[src/rtl/eu_pkg.sv]
package eu_pkg;
    localparam int NUM_PIPE = 2;
    localparam int MAXW     = 32;
    localparam int GRP_W    = 3;
    localparam int SLICE_W  = 8;

    typedef enum logic {PS_IDLE, PS_RUN} pipe_st_e;

    // index of the final pass for a width code and operand size
    function automatic logic [GRP_W-1:0] final_pass(input logic [1:0] wcode, input logic half);
        logic [GRP_W-1:0] r;
        unique case (wcode)
            2'b00:   r = half ? 3'd0 : 3'd1;
            2'b01:   r = half ? 3'd1 : 3'd3;
            default: r = half ? 3'd3 : 3'd7;
        endcase
        return r;
    endfunction
endpackage

[src/rtl/eu_pick.sv]
module eu_pick import eu_pkg::*; #(
    parameter int NUM_THR = 7,
    localparam int TID_W  = $clog2(NUM_THR)
) (
    input  logic                        clk,
    input  logic                        rst_n,
    input  logic [NUM_THR-1:0]          elig,
    input  logic [NUM_PIPE-1:0]         free,
    output logic [NUM_PIPE-1:0]         gnt,
    output logic [NUM_PIPE*TID_W-1:0]   gtid
);
    logic [TID_W-1:0] ptr_q, ptr_d;
    logic [TID_W-1:0] first_s, second_s;
    logic             has_first, has_second;

    // scan slots cyclically from the pointer, keep the first two eligible
    always_comb begin
        int idx;
        first_s    = '0;
        second_s   = '0;
        has_first  = 1'b0;
        has_second = 1'b0;
        for (int i = 0; i < NUM_THR; i++) begin
            idx = int'(ptr_q) + i;
            if (idx >= NUM_THR) idx = idx - NUM_THR;
            if (elig[idx]) begin
                if (!has_first) begin
                    first_s   = TID_W'(idx);
                    has_first = 1'b1;
                end else if (!has_second) begin
                    second_s   = TID_W'(idx);
                    has_second = 1'b1;
                end
            end
        end
    end

    always_comb begin
        logic [TID_W-1:0] lastg;
        gnt   = '0;
        gtid  = '0;
        lastg = '0;
        if (free[0]) begin
            gnt[0]         = has_first;
            gtid[0+:TID_W] = first_s;
            gnt[1]         = free[1] && has_second;
            gtid[TID_W+:TID_W] = second_s;
            lastg          = gnt[1] ? second_s : first_s;
        end else begin
            gnt[1]             = free[1] && has_first;
            gtid[TID_W+:TID_W] = first_s;
            lastg              = first_s;
        end
        ptr_d = ptr_q;
        if (|gnt) ptr_d = (int'(lastg) == NUM_THR-1) ? '0 : lastg + 1'b1;
    end

    always_ff @(posedge clk or negedge rst_n) begin
        if (!rst_n) ptr_q <= '0;
        else        ptr_q <= ptr_d;
    end
endmodule

[src/rtl/eu_pipe.sv]
module eu_pipe import eu_pkg::*; #(
    parameter int NUM_THR = 7,
    localparam int TID_W  = $clog2(NUM_THR)
) (
    input  logic                     clk,
    input  logic                     rst_n,
    input  logic                     gnt_i,
    input  logic [TID_W-1:0]         gtid_i,
    input  logic [1:0]               gwidth_i,
    input  logic                     ghalf_i,
    input  logic [MAXW*NUM_THR-1:0]  thr_mask_i,
    output logic                     vld_o,
    output logic [TID_W-1:0]         tid_o,
    output logic [GRP_W-1:0]         grp_o,
    output logic [SLICE_W-1:0]       mask_o,
    output logic                     done_o,
    output logic                     free_o
);
    pipe_st_e         st_q;
    logic [TID_W-1:0] tid_q;
    logic [GRP_W-1:0] grp_q, last_q;
    logic             half_q;

    // state register: start / step / chain / drain
    always_ff @(posedge clk or negedge rst_n) begin
        if (!rst_n) begin
            st_q   <= PS_IDLE;
            tid_q  <= '0;
            grp_q  <= '0;
            last_q <= '0;
            half_q <= 1'b0;
        end else begin
            unique case (st_q)
                PS_IDLE: if (gnt_i) begin
                    st_q   <= PS_RUN;
                    tid_q  <= gtid_i;
                    grp_q  <= '0;
                    last_q <= final_pass(gwidth_i, ghalf_i);
                    half_q <= ghalf_i;
                end
                PS_RUN: begin
                    if (grp_q != last_q) begin
                        grp_q <= grp_q + 1'b1;
                    end else if (gnt_i) begin
                        tid_q  <= gtid_i;
                        grp_q  <= '0;
                        last_q <= final_pass(gwidth_i, ghalf_i);
                        half_q <= ghalf_i;
                    end else begin
                        st_q <= PS_IDLE;
                    end
                end
            endcase
        end
    end

    // outputs
    always_comb begin
        logic [MAXW-1:0] lanes;
        logic [MAXW-1:0] shifted;
        lanes   = thr_mask_i[int'(tid_q)*MAXW +: MAXW];
        shifted = half_q ? (lanes >> {grp_q, 3'b000}) : (lanes >> {grp_q, 2'b00});
        vld_o   = 1'b0;
        tid_o   = '0;
        grp_o   = '0;
        mask_o  = '0;
        done_o  = 1'b0;
        free_o  = 1'b1;
        unique case (st_q)
            PS_IDLE: free_o = 1'b1;
            PS_RUN: begin
                vld_o  = 1'b1;
                tid_o  = tid_q;
                grp_o  = grp_q;
                mask_o = half_q ? shifted[7:0] : {4'b0000, shifted[3:0]};
                done_o = (grp_q == last_q);
                free_o = (grp_q == last_q);
            end
        endcase
    end
endmodule

[src/rtl/eu_issue_seq.sv]
module eu_issue_seq import eu_pkg::*; #(
    parameter int NUM_THR = 7,
    localparam int TID_W  = $clog2(NUM_THR)
) (
    input  logic                        clk,
    input  logic                        rst_n,
    input  logic [NUM_THR-1:0]          thr_ready,
    input  logic [2*NUM_THR-1:0]        thr_width,
    input  logic [NUM_THR-1:0]          thr_half,
    input  logic [MAXW*NUM_THR-1:0]     thr_mask,
    output logic [NUM_PIPE-1:0]         iss_vld,
    output logic [NUM_PIPE*TID_W-1:0]   iss_tid,
    output logic [NUM_PIPE*GRP_W-1:0]   iss_grp,
    output logic [NUM_PIPE*SLICE_W-1:0] iss_mask,
    output logic [NUM_PIPE-1:0]         iss_done
);
    logic [NUM_PIPE-1:0]       free;
    logic [NUM_PIPE-1:0]       gnt;
    logic [NUM_PIPE*TID_W-1:0] gtid;
    logic [NUM_THR-1:0]        busy, elig;

    always_comb begin
        busy = '0;
        for (int p = 0; p < NUM_PIPE; p++)
            if (iss_vld[p]) busy[iss_tid[p*TID_W +: TID_W]] = 1'b1;
        elig = thr_ready & ~busy;
    end

    eu_pick #(.NUM_THR(NUM_THR)) u_pick (
        .clk  (clk),
        .rst_n(rst_n),
        .elig (elig),
        .free (free),
        .gnt  (gnt),
        .gtid (gtid)
    );

    for (genvar p = 0; p < NUM_PIPE; p++) begin : g_pipe
        logic [TID_W-1:0] sel;
        assign sel = gtid[p*TID_W +: TID_W];
        eu_pipe #(.NUM_THR(NUM_THR)) u_pipe (
            .clk       (clk),
            .rst_n     (rst_n),
            .gnt_i     (gnt[p]),
            .gtid_i    (sel),
            .gwidth_i  (thr_width[int'(sel)*2 +: 2]),
            .ghalf_i   (thr_half[sel]),
            .thr_mask_i(thr_mask),
            .vld_o     (iss_vld[p]),
            .tid_o     (iss_tid[p*TID_W +: TID_W]),
            .grp_o     (iss_grp[p*GRP_W +: GRP_W]),
            .mask_o    (iss_mask[p*SLICE_W +: SLICE_W]),
            .done_o    (iss_done[p]),
            .free_o    (free[p])
        );
    end
endmodule

[config.mk]
export PLATFORM = sky130hd
export DESIGN_NAME = eu_issue_seq
export DESIGN_NICKNAME = d
export VERILOG_FILES = /design/src/rtl/eu_pkg.sv /design/src/rtl/eu_pick.sv /design/src/rtl/eu_pipe.sv /design/src/rtl/eu_issue_seq.sv
export SDC_FILE = /design/constraint.sdc
export NUM_CORES = 1
export LEC_CHECK = 0
export ABC_AREA = 0
export BUFFER_PORTS_ARGS = -buffer_cell sky130_fd_sc_hd__buf_2
export CAP_MARGIN = 20
export CORE_MARGIN = 5
export CORE_UTILIZATION = 47
export CTS_CLUSTER_DIAMETER = 30
export DETAILED_ROUTE_END_ITERATION = 6
export GPL_ROUTABILITY_DRIVEN = 0
export PLACE_DENSITY = 0.75
export SYNTH_ARGS = -nofsm -noshare
export SYNTH_HDL_FRONTEND = slang
export SYNTH_SLANG_ARGS = --single-unit
[constraint.sdc]
create_clock -name clk -period 10.1 [get_ports clk]
set_clock_uncertainty 0.05 [all_clocks]
set_input_delay 1.01 -clock clk [delete_from_list [all_inputs] [get_ports clk]]
set_output_delay 1.01 -clock clk [all_outputs]
set_load 0.01 [all_outputs]
==> metrics.md, run 1 <==
| Metric | Value |
|---|---|
| Clock slew at reported path FFs | 0.07 ns |
| Via density per instance | 6.68 |
| Async set-reset flop share out of synthesis | 1.00 |
| Synth Flop Type | dfrtp_1 |
| Worst EP required | 10.20 ns |
| First-pass GRT wire length | 54.2 mm |
| Family with the most delay on the worst path | compound AO/OA/AOI/OAI gates |
| Syn. warnings | 0 |
| Total CTS buffers | 3 |
| Count of cell types in the netlist | 96 |
| Outcome | finished clean |
| Die Width | 148 um |
| Share of cells above drive strength 1 | 0.331 |
| End of the critical path | g_pipe[0].u_pipe.last_q[0]$_DFFE_PN0P_ |
| #FFs+latches synth | 25 |
| Cts hold-fix bufs | 0 |
| Drt total wl | 35.6 mm |
| Port buffer count | 285 |
| Mapped Avg Cell Area | 7.77 um2 |
| Total GRT Usage | 0.308 |
| Worst Setup End Kind | flip-flop |
| Critical Path AT | 5.88 ns |
| Slew HR | 0.290 |
| Logic depth of the worst path, buffers included | 16 |
| Most frequent cells in the layout | buf_2, nand2_1, o21ai_0 |
| H-tree levels | 1 |
| Post-synth EDFFs | 0 |
| Fmax | 0.173 GHz |
| Max incr delay on CP | 0.83 ns |
| Mapped Area | 8920 um2 |
| Antenna viol nets, final | 0 |
| Wirelength per Cell | 22.6 um |
| Initial antenna violation count | 9 |
| Iter 0 DRT Violations | 998 |
| Initial DRT Pass Iterations | 7 |
| Slowest CP cell | ha_1 |
| FF-to-FF setup slack | 4.32 ns |
| Clock latency on the worst-skew pair | 0.27 ns |
| IO Pins | 286 |
| Post-CTS resize count | 0 |
| Via count | 10,530 |
| Setup crit start kind | flip-flop |
| Multi-input logic area | 7740 um2 |
| Max-cap viol count | 0 |
| Number of global-route vias before repair | 9,844 |
| Area Overhead vs Synth | 16.3% |
| Worst path cell trace | buf_4 > inv_2 > ha_1 > mux2i_1 > o21bai_1 > o221ai_2 > nand4_1 > nor4_2 > nand3b_1 > o2111a_1 > nor2_1 > mux2_2 > o21ai_0 > o21ai_1 > nand3b_1 > mux2_2 |
| Gate Count Post-Synth | 1,148 |
| Detailed placer's ending HPWL | 28.3 mm |
| Unrepaired setup endpoints after global routing | false |
| Setup TNS | 0 ns |
| CTS tree | done |
| Post-CTS Setup Repair Bufs | 0 |
| R2R depth | 16 |
| Number of nets in the layout | 1,607 |
| Clk root buf | clkbuf_16 |
| FF-to-FF Start | u_pick.ptr_q[0]$_DFFE_PN0P_ |
| DRC violations left | 0 |
| Core area | 18,700 um2 |
| Final period util | 0.572 |
| Sequential fraction of the synthesis area | 0.0702 |
| Post-synthesis net count | 1,417 |
| Commonest non-fill, non-tap cell in the layout | buf_2 |
| Min Clock Period, post-route | 5.78 ns |
| Slew Viols, Final | 0 |
| Gr ovfl total | 0 |
| Sequential Area | 643 um2 |
| Final hold violations | 0 |
| WHS | 0.478 ns |
| Die area | 21,800 um2 |
| Worst-margin pin slew | 1.06 ns |
| Worst Path Buf+Inv | 2 |
| CTS Sinks | 25 |
| Largest net degree at the start of global routing | 68 |
| Worst setup path start | u_pick.ptr_q[0]$_DFFE_PN0P_ |
| Crit path kind | reg -> reg |
| CP max FO | 24 |
| # setup viols final | 0 |
| CTS max path bufs | 2 |
| Std cell rows | 50 |
| Fill cells | 1,759 |
| Worst Hold Class | reg -> reg |
| Initial Utilization | 0.477 |
| R2R Path End | g_pipe[0].u_pipe.last_q[0]$_DFFE_PN0P_ |
| Die Height | 148 um |
-- worst min path at each step --
stage                     cells after the start                                    from                                     end
after global routing                          2  g_pipe[0].u_pipe.last_q[1]$_DFFE_PN0P_  g_pipe[0].u_pipe.last_q[1]$_DFFE_PN0P_
after CTS                                     2  g_pipe[0].u_pipe.last_q[2]$_DFFE_PN0P_  g_pipe[0].u_pipe.last_q[2]$_DFFE_PN0P_
after floorplan                               2  g_pipe[1].u_pipe.last_q[2]$_DFFE_PN0P_  g_pipe[1].u_pipe.last_q[2]$_DFFE_PN0P_
final                                         2  g_pipe[0].u_pipe.last_q[2]$_DFFE_PN0P_  g_pipe[0].u_pipe.last_q[2]$_DFFE_PN0P_
after global placement                        2  g_pipe[1].u_pipe.last_q[2]$_DFFE_PN0P_  g_pipe[1].u_pipe.last_q[2]$_DFFE_PN0P_
after detailed placement                      2  g_pipe[1].u_pipe.last_q[2]$_DFFE_PN0P_  g_pipe[1].u_pipe.last_q[2]$_DFFE_PN0P_
-- cell families (layout without fill, tap and decap cells) --
kind of cell / count (synthesis) / count (layout) / synth area share
XOR/XNOR: 17 / 17 / 0.0175
buffers and inverters: 132 / 321 / 0.0627
adder cells (fa/ha/maj): 15 / 15 / 0.0219
AO/OA/AOI/OAI: 372 / 372 / 0.279
other: 0 / 6 / 0
flip-flops: 25 / 25 / 0.0702
multiplexers: 203 / 203 / 0.327
AND/OR/NAND/NOR: 384 / 384 / 0.222
-- flip-flops by register name (all words and copies together) (netlist names) --
register	flops
g_pipe.u_pipe.last_q	6
g_pipe.u_pipe.half_q	2
g_pipe.u_pipe.st_q	2
u_pick.ptr_q	3
g_pipe.u_pipe.tid_q	6
g_pipe.u_pipe.grp_q	6
-- area by class of cell --
type / count / area share
diodes: 6 / 0.00145
clock buffers: 3 / 0.00724
clock inverters: 1 / 0.000844
inverters: 19 / 0.00688
multi-input cells: 991 / 0.746
flip-flops and latches: 25 / 0.0620
well taps: 234 / 0.0282
repair buffers: 298 / 0.147
-- worst reg2reg max path, stage by stage (launching register included) --
cell      delay, ns
dfrtp_1        0.57
buf_4          0.36
inv_2          0.12
ha_1           0.83
mux2i_1        0.39
o21bai_1       0.30
o221ai_2       0.56
nand4_1        0.31
nor4_2         0.34
nand3b_1       0.12
o2111a_1       0.28
nor2_1         0.34
mux2_2         0.38
o21ai_0        0.14
o21ai_1        0.12
nand3b_1       0.18
mux2_2         0.27
-- stage by stage --
stage	cells	utilization	instance area, um2	setup WS (ns)
floorplan	1148	-	8920	5.38
global placement	1567	0.549	10300	4.57
detailed placement	1567	0.549	10300	4.42
CTS	1571	0.554	10400	4.42
global route	1577	0.555	10400	3.83
finish	1577	0.555	10400	4.32
-- Yosys cell counts, drive strengths merged (9+ instances only) --
cell type	instances	area, um2
mux4	68	1530
a31oi	13	81.3
buf	47	240
o211ai	59	443
nand2b	18	113
and2	17	108
nor3	18	100
a22oi	10	98.8
nand2	138	518
mux2i	113	1130
clkbuf	66	248
nor2	88	355
mux2	22	248
inv	19	71.3
dfrtp	25	626
a211oi	19	175
nand3	28	150
a21oi	55	279
o22ai	9	56.3
xnor2	12	105
nand4	14	93.8
ha	14	175
o21ai	126	631
-- per-layer routing --
| layer | routed length, um | share of wire | track usage |
|---|---|---|---|
| met1 | 13400 | 0.38 | 0.376 |
| met5 | 40 | 0.0011 | 0 |
| met4 | 1730 | 0.049 | 0.128 |
| met2 | 17500 | 0.49 | 0.538 |
| met3 | 2940 | 0.083 | 0.0497 |
Power of run 1 is not shown: default switching activity piles up to over one toggle a cycle in this logic, so the estimate is an artifact.
==> run 2: changes to the inputs <==
clock period = 5.6 ns   (was 10.1 ns; I/O delays follow)
==> run 2 against run 1 <==
Effect of this change: core utilization grew 0.45 points; global-route usage rose by 0.84 points; highest routed layer unchanged; final area increased by 0.82%; critical path type unchanged; die area did not move.
==> metrics.md, run 2 (synthesized netlist as in run 1, its figures left out) <==
| Metric | Value |
|---|---|
| Outcome | finished clean |
| Worst path cell trace | inv_1 > ha_1 > inv_1 > fa_1 > nor4b_1 > o2111ai_1 > o211ai_1 > or3_4 > nor4_2 > nand3b_1 > o2111a_1 > nor2_1 > mux2_2 > o21ai_0 > o21ai_1 > nand3b_1 > mux2_2 |
| Final period util | 0.942 (+0.370) |
| Gr ovfl total | 0 (unchanged) |
| Iter 0 DRT Violations | 1,271 (+27%) |
| Fin cells | 1,585 (+0.51%) |
| Routing usage on met3 | 0.0533 (+0.00368) |
| Post-CTS Setup Repair Bufs | 0 (unchanged) |
| Die area | 21,800 um2 (unchanged) |
| Setup TNS | 0 ns (unchanged) |
| # setup viols final | 0 (unchanged) |
| Initial antenna violation count | 8 (-1) |
| Worst Hold Class | in -> async |
| Largest regs | g_pipe.u_pipe.grp_q: 6 flops, g_pipe.u_pipe.last_q: 6 flops, g_pipe.u_pipe.tid_q: 6 flops |
| Setup crit start kind | flip-flop |
| Most frequent cells in the layout | buf_2, nand2_1, o21ai_0 |
| Total placed cells including tap cells | 1,575 (+0.51%) |
| Worst Path Buf+Inv | 2 (unchanged) |
| Worst Setup End Kind | flip-flop |
| Crit path kind | reg -> reg |
| Final hold violations | 0 (unchanged) |
| Number of nets in the layout | 1,616 (+0.56%) |
| Family with the most delay on the worst path | simple AND/OR/NAND/NOR gates |
| CTS tree | done |
| Slew Viols, Final | 0 (unchanged) |
| Clock latency on the worst-skew pair | 0.27 ns (about the same) |
| Number of global-route vias before repair | 10,206 (+3.7%) |
| Slew HR | 0.334 (+0.0441) |
| Largest net degree at the start of global routing | 67 (-1.5%) |
| Critical Path AT | 5.38 ns (-0.50 ns) |
| H-tree levels | 1 (unchanged) |
| Met1 GRT Util | 0.388 (+0.0120) |
| Wirelength per Cell | 22.9 um (+1.6%) |
| Die Width | 148 um (unchanged) |
| GR Layer Usage met2 | 0.557 (+0.0181) |
| Max-cap viol count | 0 (unchanged) |
| Via count | 10,614 (+0.80%) |
| Commonest non-fill, non-tap cell in the layout | buf_2 |
| R2R depth | 17 (+1) |
| Std cell rows | 50 (unchanged) |
| FF-to-FF Start | u_pick.ptr_q[1]$_DFFE_PN0P_ |
| Clk root buf | clkbuf_16 |
| Initial DRT Pass Iterations | 6 (-1) |
| CTS Sinks | 25 (unchanged) |
| Drt total wl | 36.3 mm (+2.1%) |
| Fill cells | 1,731 (-1.6%) |
| Slowest CP cell | fa_1 |
| Worst-margin pin slew | 0.999 ns (-0.0662 ns) |
| R2R Path End | g_pipe[0].u_pipe.last_q[0]$_DFFE_PN0P_ |
| Detailed placer's ending HPWL | 29.0 mm (+2.4%) |
| CTS max path bufs | 2 (unchanged) |
| Antenna viol nets, final | 0 (unchanged) |
| Total CTS buffers | 3 (unchanged) |
| Share of cells above drive strength 1 | 0.337 (+0.00596) |
| Via density per instance | 6.70 (+0.29%) |
| First-pass GRT wire length | 56.1 mm (+3.4%) |
| Clock slew at reported path FFs | 0.07 ns (about the same) |
| Worst EP required | 5.71 ns (-4.49 ns) |
| Area Overhead vs Synth | 17.3% |
| Fmax | 0.190 GHz (+9.5%) |
| FF-to-FF setup slack | 0.32 ns (-4.00 ns) |
| Min Clock Period, post-route | 5.28 ns (-0.504 ns) |
| Core area | 18,700 um2 (unchanged) |
| Global routing's busiest layer | met2 |
| Initial Utilization | 0.477 (unchanged) |
| CP max FO | 14 (-42%) |
| Die Height | 148 um (unchanged) |
| IO Pins | 286 (unchanged) |
| Port buffer count | 285 (unchanged) |
| DRC violations left | 0 (unchanged) |
| Total GRT Usage | 0.316 (+0.00835) |
| Max incr delay on CP | 0.68 ns (-0.15 ns) |
==> run 2: cell types whose count changed in the layout (fill, tap and decap cells not counted) <==
cell	delta
ha_2	+1
dfrtp_2	+1
buf_12	+1
buf_4	+7
buf_6	+1
diode_2	-1
ha_1	-1
dfrtp_1	-1
==> run 2: worst register-to-register path: cells and delay by family (launching register included) <==
| family | cells | cell delay [ns] |
|---|---|---|
| fa+ha+maj | 2 | 0.91 |
| buf+inv | 2 | 0.31 |
| mux | 2 | 0.65 |
| compound gates | 5 | 1.04 |
| flops | 1 | 0.45 |
| simple gates | 6 | 1.77 |
==> run 2: metal layers <==
layer | routed length [um] | vias to the layer above | share of wire
met5 | 27 | - | 0.00074
met4 | 1650 | 4 | 0.045
met3 | 3400 | 123 | 0.093
met2 | 17900 | 672 | 0.49
met1 | 13300 | 4996 | 0.37
li1 | - | 4819 | -
==> run 2: layout make-up <==
class                      count  area (um2)  share of cell area
clock inverter                 1        8.76            0.000838
tap                          234         293              0.0280
antenna                        5        12.5             0.00120
multi-input combinational    991        7740               0.741
sequential                    25         644              0.0616
clock buffer                   3        75.1             0.00718
timing repair buffer         307        1610               0.154
inverter                      19        71.3             0.00682
==> run 2: worst max path at each step <==
stage	startpoint	to	slack, ns	depth (start not counted)
after floorplan	u_pick.ptr_q[1]$_DFFE_PN0P_	g_pipe[1].u_pipe.last_q[1]$_DFFE_PN0P_	0.88	20
after global placement	u_pick.ptr_q[0]$_DFFE_PN0P_	g_pipe[0].u_pipe.last_q[0]$_DFFE_PN0P_	0.50	16
after detailed placement	u_pick.ptr_q[0]$_DFFE_PN0P_	g_pipe[0].u_pipe.last_q[0]$_DFFE_PN0P_	0.26	16
after CTS	u_pick.ptr_q[0]$_DFFE_PN0P_	g_pipe[0].u_pipe.last_q[0]$_DFFE_PN0P_	0.27	16
after global routing	u_pick.ptr_q[1]$_DFFE_PN0P_	g_pipe[0].u_pipe.last_q[0]$_DFFE_PN0P_	-0.005	17
final	u_pick.ptr_q[1]$_DFFE_PN0P_	g_pipe[0].u_pipe.last_q[0]$_DFFE_PN0P_	0.32	17
==> run 2: what timing repair did <==
| action | CTS | global route |
|---|---|---|
| hold buffers | 0 | 0 |
| gates resized for setup | 0 | 2 |
| setup endpoints to repair | 0 | 7 |
==> run 2: per-stage QoR <==
stage          hold slack, ns   util  instance area, um2  setup WS (ns)
2_1_floorplan           0.214      -                8920          0.883
3_3_place_gp            0.442  0.553               10300          0.498
3_5_place_dp            0.458  0.553               10300          0.262
4_1_cts                 0.262  0.558               10400          0.266
5_1_grt                 0.288  0.559               10500       -0.00487
6_report                0.235  0.559               10500          0.324
Power of run 2 is left out for the same reason.
==> run 3: changes to the inputs <==
--- a/config.mk
+++ b/config.mk
@@ -15,4 +15,5 @@
 export GPL_ROUTABILITY_DRIVEN = 0
 export PLACE_DENSITY = 0.75
+export RECOVER_POWER = 100
 export SYNTH_ARGS = -nofsm -noshare
 export SYNTH_HDL_FRONTEND = slang
--- a/constraint.sdc
+++ b/constraint.sdc
@@ -3,3 +3,3 @@
 set_input_delay 0.56 -clock clk [delete_from_list [all_inputs] [get_ports clk]]
 set_output_delay 0.56 -clock clk [all_outputs]
-set_load 0.01 [all_outputs]
+set_load 0.005 [all_outputs]
==> run 3 against run 2 <==
Effect of this change: the flow now finishes with violations (max-capacitance violations, max-slew violations); first-iteration DRC count down 7.8%; sequential cell count unchanged; maximum frequency up 1.1%; worst hold slack better by 0.23 ns; die area unchanged; critical endpoint is now g_pipe[1].u_pipe.last_q[1]$_DFFE_PN0P_; largest cell class unchanged.
==> metrics.md, run 3 (synthesized netlist as in run 1, its figures left out) <==
| Metric | Value |
|---|---|
| Outcome | complete, but fails checks |
| Failing checks | max-capacitance violations, max-slew violations |
| Setup TNS | 0 ns (unchanged) |
| FF-to-FF Start | u_pick.ptr_q[0]$_DFFE_PN0P_ |
| Worst path cell trace | ha_1 > inv_1 > ha_1 > and2_0 > o21ai_1 > mux2_2 > o31ai_2 > a21o_1 > nor3_1 > o31ai_2 > o211ai_1 > and2_0 > nor2_2 > a211oi_1 > o31a_2 > o211ai_1 > a21oi_1 |
| Max incr delay on CP | 0.52 ns (-0.16 ns) |
| Worst Hold Launch | g_pipe[1].u_pipe.last_q[2]$_DFFE_PN0P_ |
| Worst EP required | 5.69 ns (-0.02 ns) |
| Port buffer count | 285 (unchanged) |
| CTS tree | done |
| Fill cells | 1,756 (+1.4%) |
| Share of cells above drive strength 1 | 0.322 (-0.0149) |
| Max-cap viol count | 2 (+2) |
| Clock slew at reported path FFs | 0.07 ns (about the same) |
| Multi-input logic area | 7740 um2 (unchanged) |
| Post-CTS Setup Repair Bufs | 0 (unchanged) |
| Number of nets in the layout | 1,616 (unchanged) |
| Iter 0 DRT Violations | 1,172 (-7.8%) |
| H-tree levels | 1 (unchanged) |
| Area Overhead vs Synth | 17.1% |
| Critical Path AT | 5.31 ns (-0.07 ns) |
| Unrepaired setup endpoints after global routing | false |
| CP max FO | 16 (+2) |
| Initial Utilization | 0.477 (unchanged) |
| Post-Layout Inst Area | 10,400 um2 (-0.20%) |
| R2R depth | 17 (unchanged) |
| Core area | 18,700 um2 (unchanged) |
| Commonest non-fill, non-tap cell in the layout | buf_2 |
| Wirelength per Cell | 22.8 um (-0.57%) |
| Final hold violations | 0 (unchanged) |
| Slew HR | -0.688 (-1.02) |
| Largest net degree at the start of global routing | 67 (unchanged) |
| WHS | 0.467 ns (+0.232 ns) |
| Via count | 10,591 (-0.22%) |
| First-pass GRT wire length | 56.1 mm (about the same) |
| Detailed placer's ending HPWL | 28.8 mm (-0.55%) |
| Slowest CP cell | dfrtp_2 |
| Via density per instance | 6.67 (-0.47%) |
| Worst Hold Class | reg -> reg |
| Slew Viols, Final | 73 (+73) |
| R2R Path End | g_pipe[1].u_pipe.last_q[1]$_DFFE_PN0P_ |
| Gr ovfl total | 0 (unchanged) |
| Number of global-route vias before repair | 10,077 (-1.3%) |
| Initial DRT Pass Iterations | 5 (-1) |
| Worst setup path start | u_pick.ptr_q[0]$_DFFE_PN0P_ |
| Final core utilization | 0.558 (-0.00114) |
| Die area | 21,800 um2 (unchanged) |
| Clock latency on the worst-skew pair | 0.26 ns (about the same) |
| CTS Sinks | 25 (unchanged) |
| Largest regs | g_pipe.u_pipe.grp_q: 6 flops, g_pipe.u_pipe.last_q: 6 flops, g_pipe.u_pipe.tid_q: 6 flops |
| Worst Setup End Kind | flip-flop |
| Sequential Area | 643 um2 (-0.19%) |
| Die Height | 148 um (unchanged) |
| Final period util | 0.932 (-0.0106) |
| Std cell rows | 50 (unchanged) |
| IO Pins | 286 (unchanged) |
| Crit path kind | reg -> reg |
| Min Clock Period, post-route | 5.22 ns (-0.0594 ns) |
| Clk root buf | clkbuf_16 |
| Setup crit start kind | flip-flop |
| Placed cell area | 10,300 um2 (unchanged) |
| Initial antenna violation count | 9 (+1) |
| Most frequent cells in the layout | buf_2, nand2_1, o21ai_0 |
| Total GRT Usage | 0.316 (about the same) |
| Worst-margin pin slew | 2.53 ns (+1.53 ns) |
| # setup viols final | 0 (unchanged) |
| Total CTS buffers | 3 (unchanged) |
| End of the critical path | g_pipe[1].u_pipe.last_q[1]$_DFFE_PN0P_ |
| Antenna viol nets, final | 0 (unchanged) |
| CTS max path bufs | 2 (unchanged) |
| DRC violations left | 0 (unchanged) |
| Cts hold-fix bufs | 0 (unchanged) |
| Die Width | 148 um (unchanged) |
| Fmax | 0.192 GHz (+1.1%) |
| FF-to-FF setup slack | 0.38 ns (+0.06 ns) |
| Drt total wl | 36.2 mm (-0.32%) |
==> run 3: layout make-up <==
cell class | count | area share
antenna | 9 | 0.00216
clock buffer | 3 | 0.00719
clock inverter | 1 | 0.000839
inverter | 19 | 0.00683
multi-input combinational | 991 | 0.742
sequential | 25 | 0.0616
tap | 234 | 0.0281
timing repair buffer | 307 | 0.151
==> run 3: critical path, delay by kind of cell (launching register included) <==
kind                       cells  cell delay [ns]
AOI/OAI and AO/OA              9             2.46
and+or+nand+nor                4             0.91
adders and majority gates      2             0.67
DFF                            1             0.52
muxes                          1             0.39
buffers and inverters          1             0.07
==> run 3: metal layers <==
metal / up-vias / routed length, um / track usage
met1: 4989 / 13300 / 0.395
met5: - / 11 / 0
met4: 2 / 1290 / 0.110
met2: 686 / 18000 / 0.549
li1: 4835 / - / -
met3: 79 / 3540 / 0.0552
==> run 3: timing repair <==
action                                  4_1_cts  5_1_grt
endpoints found under the setup margin        0        8
hold endpoints to repair                      0        0
gates resized for setup                       0        3
==> run 3: worst min-delay path by stage <==
stage | to | slack, ns | cells past startpoint
6_report | g_pipe[1].u_pipe.last_q[2]$_DFFE_PN0P_ | 0.47 | 2
5_1_grt | g_pipe[0].u_pipe.last_q[2]$_DFFE_PN0P_ | 0.52 | 2
4_1_cts | g_pipe[0].u_pipe.tid_q[2]$_DFFE_PN0P_ | 0.26 | 1
3_5_place_dp | g_pipe[0].u_pipe.last_q[2]$_DFFE_PN0P_ | 0.46 | 2
3_3_place_gp | g_pipe[0].u_pipe.last_q[2]$_DFFE_PN0P_ | 0.44 | 2
2_1_floorplan | g_pipe[0].u_pipe.grp_q[0]$_DFF_PN0_ | 0.21 | 0
==> run 3: metrics by stage <==
step                      worst slack [ns]  std cells
after floorplan                      0.883       1148
after CTS                            0.249       1579
final                                0.383       1589
after global routing                0.0344       1587
after detailed placement             0.264       1575
after global placement               0.499       1575
Power of run 3 is left out for the same reason.
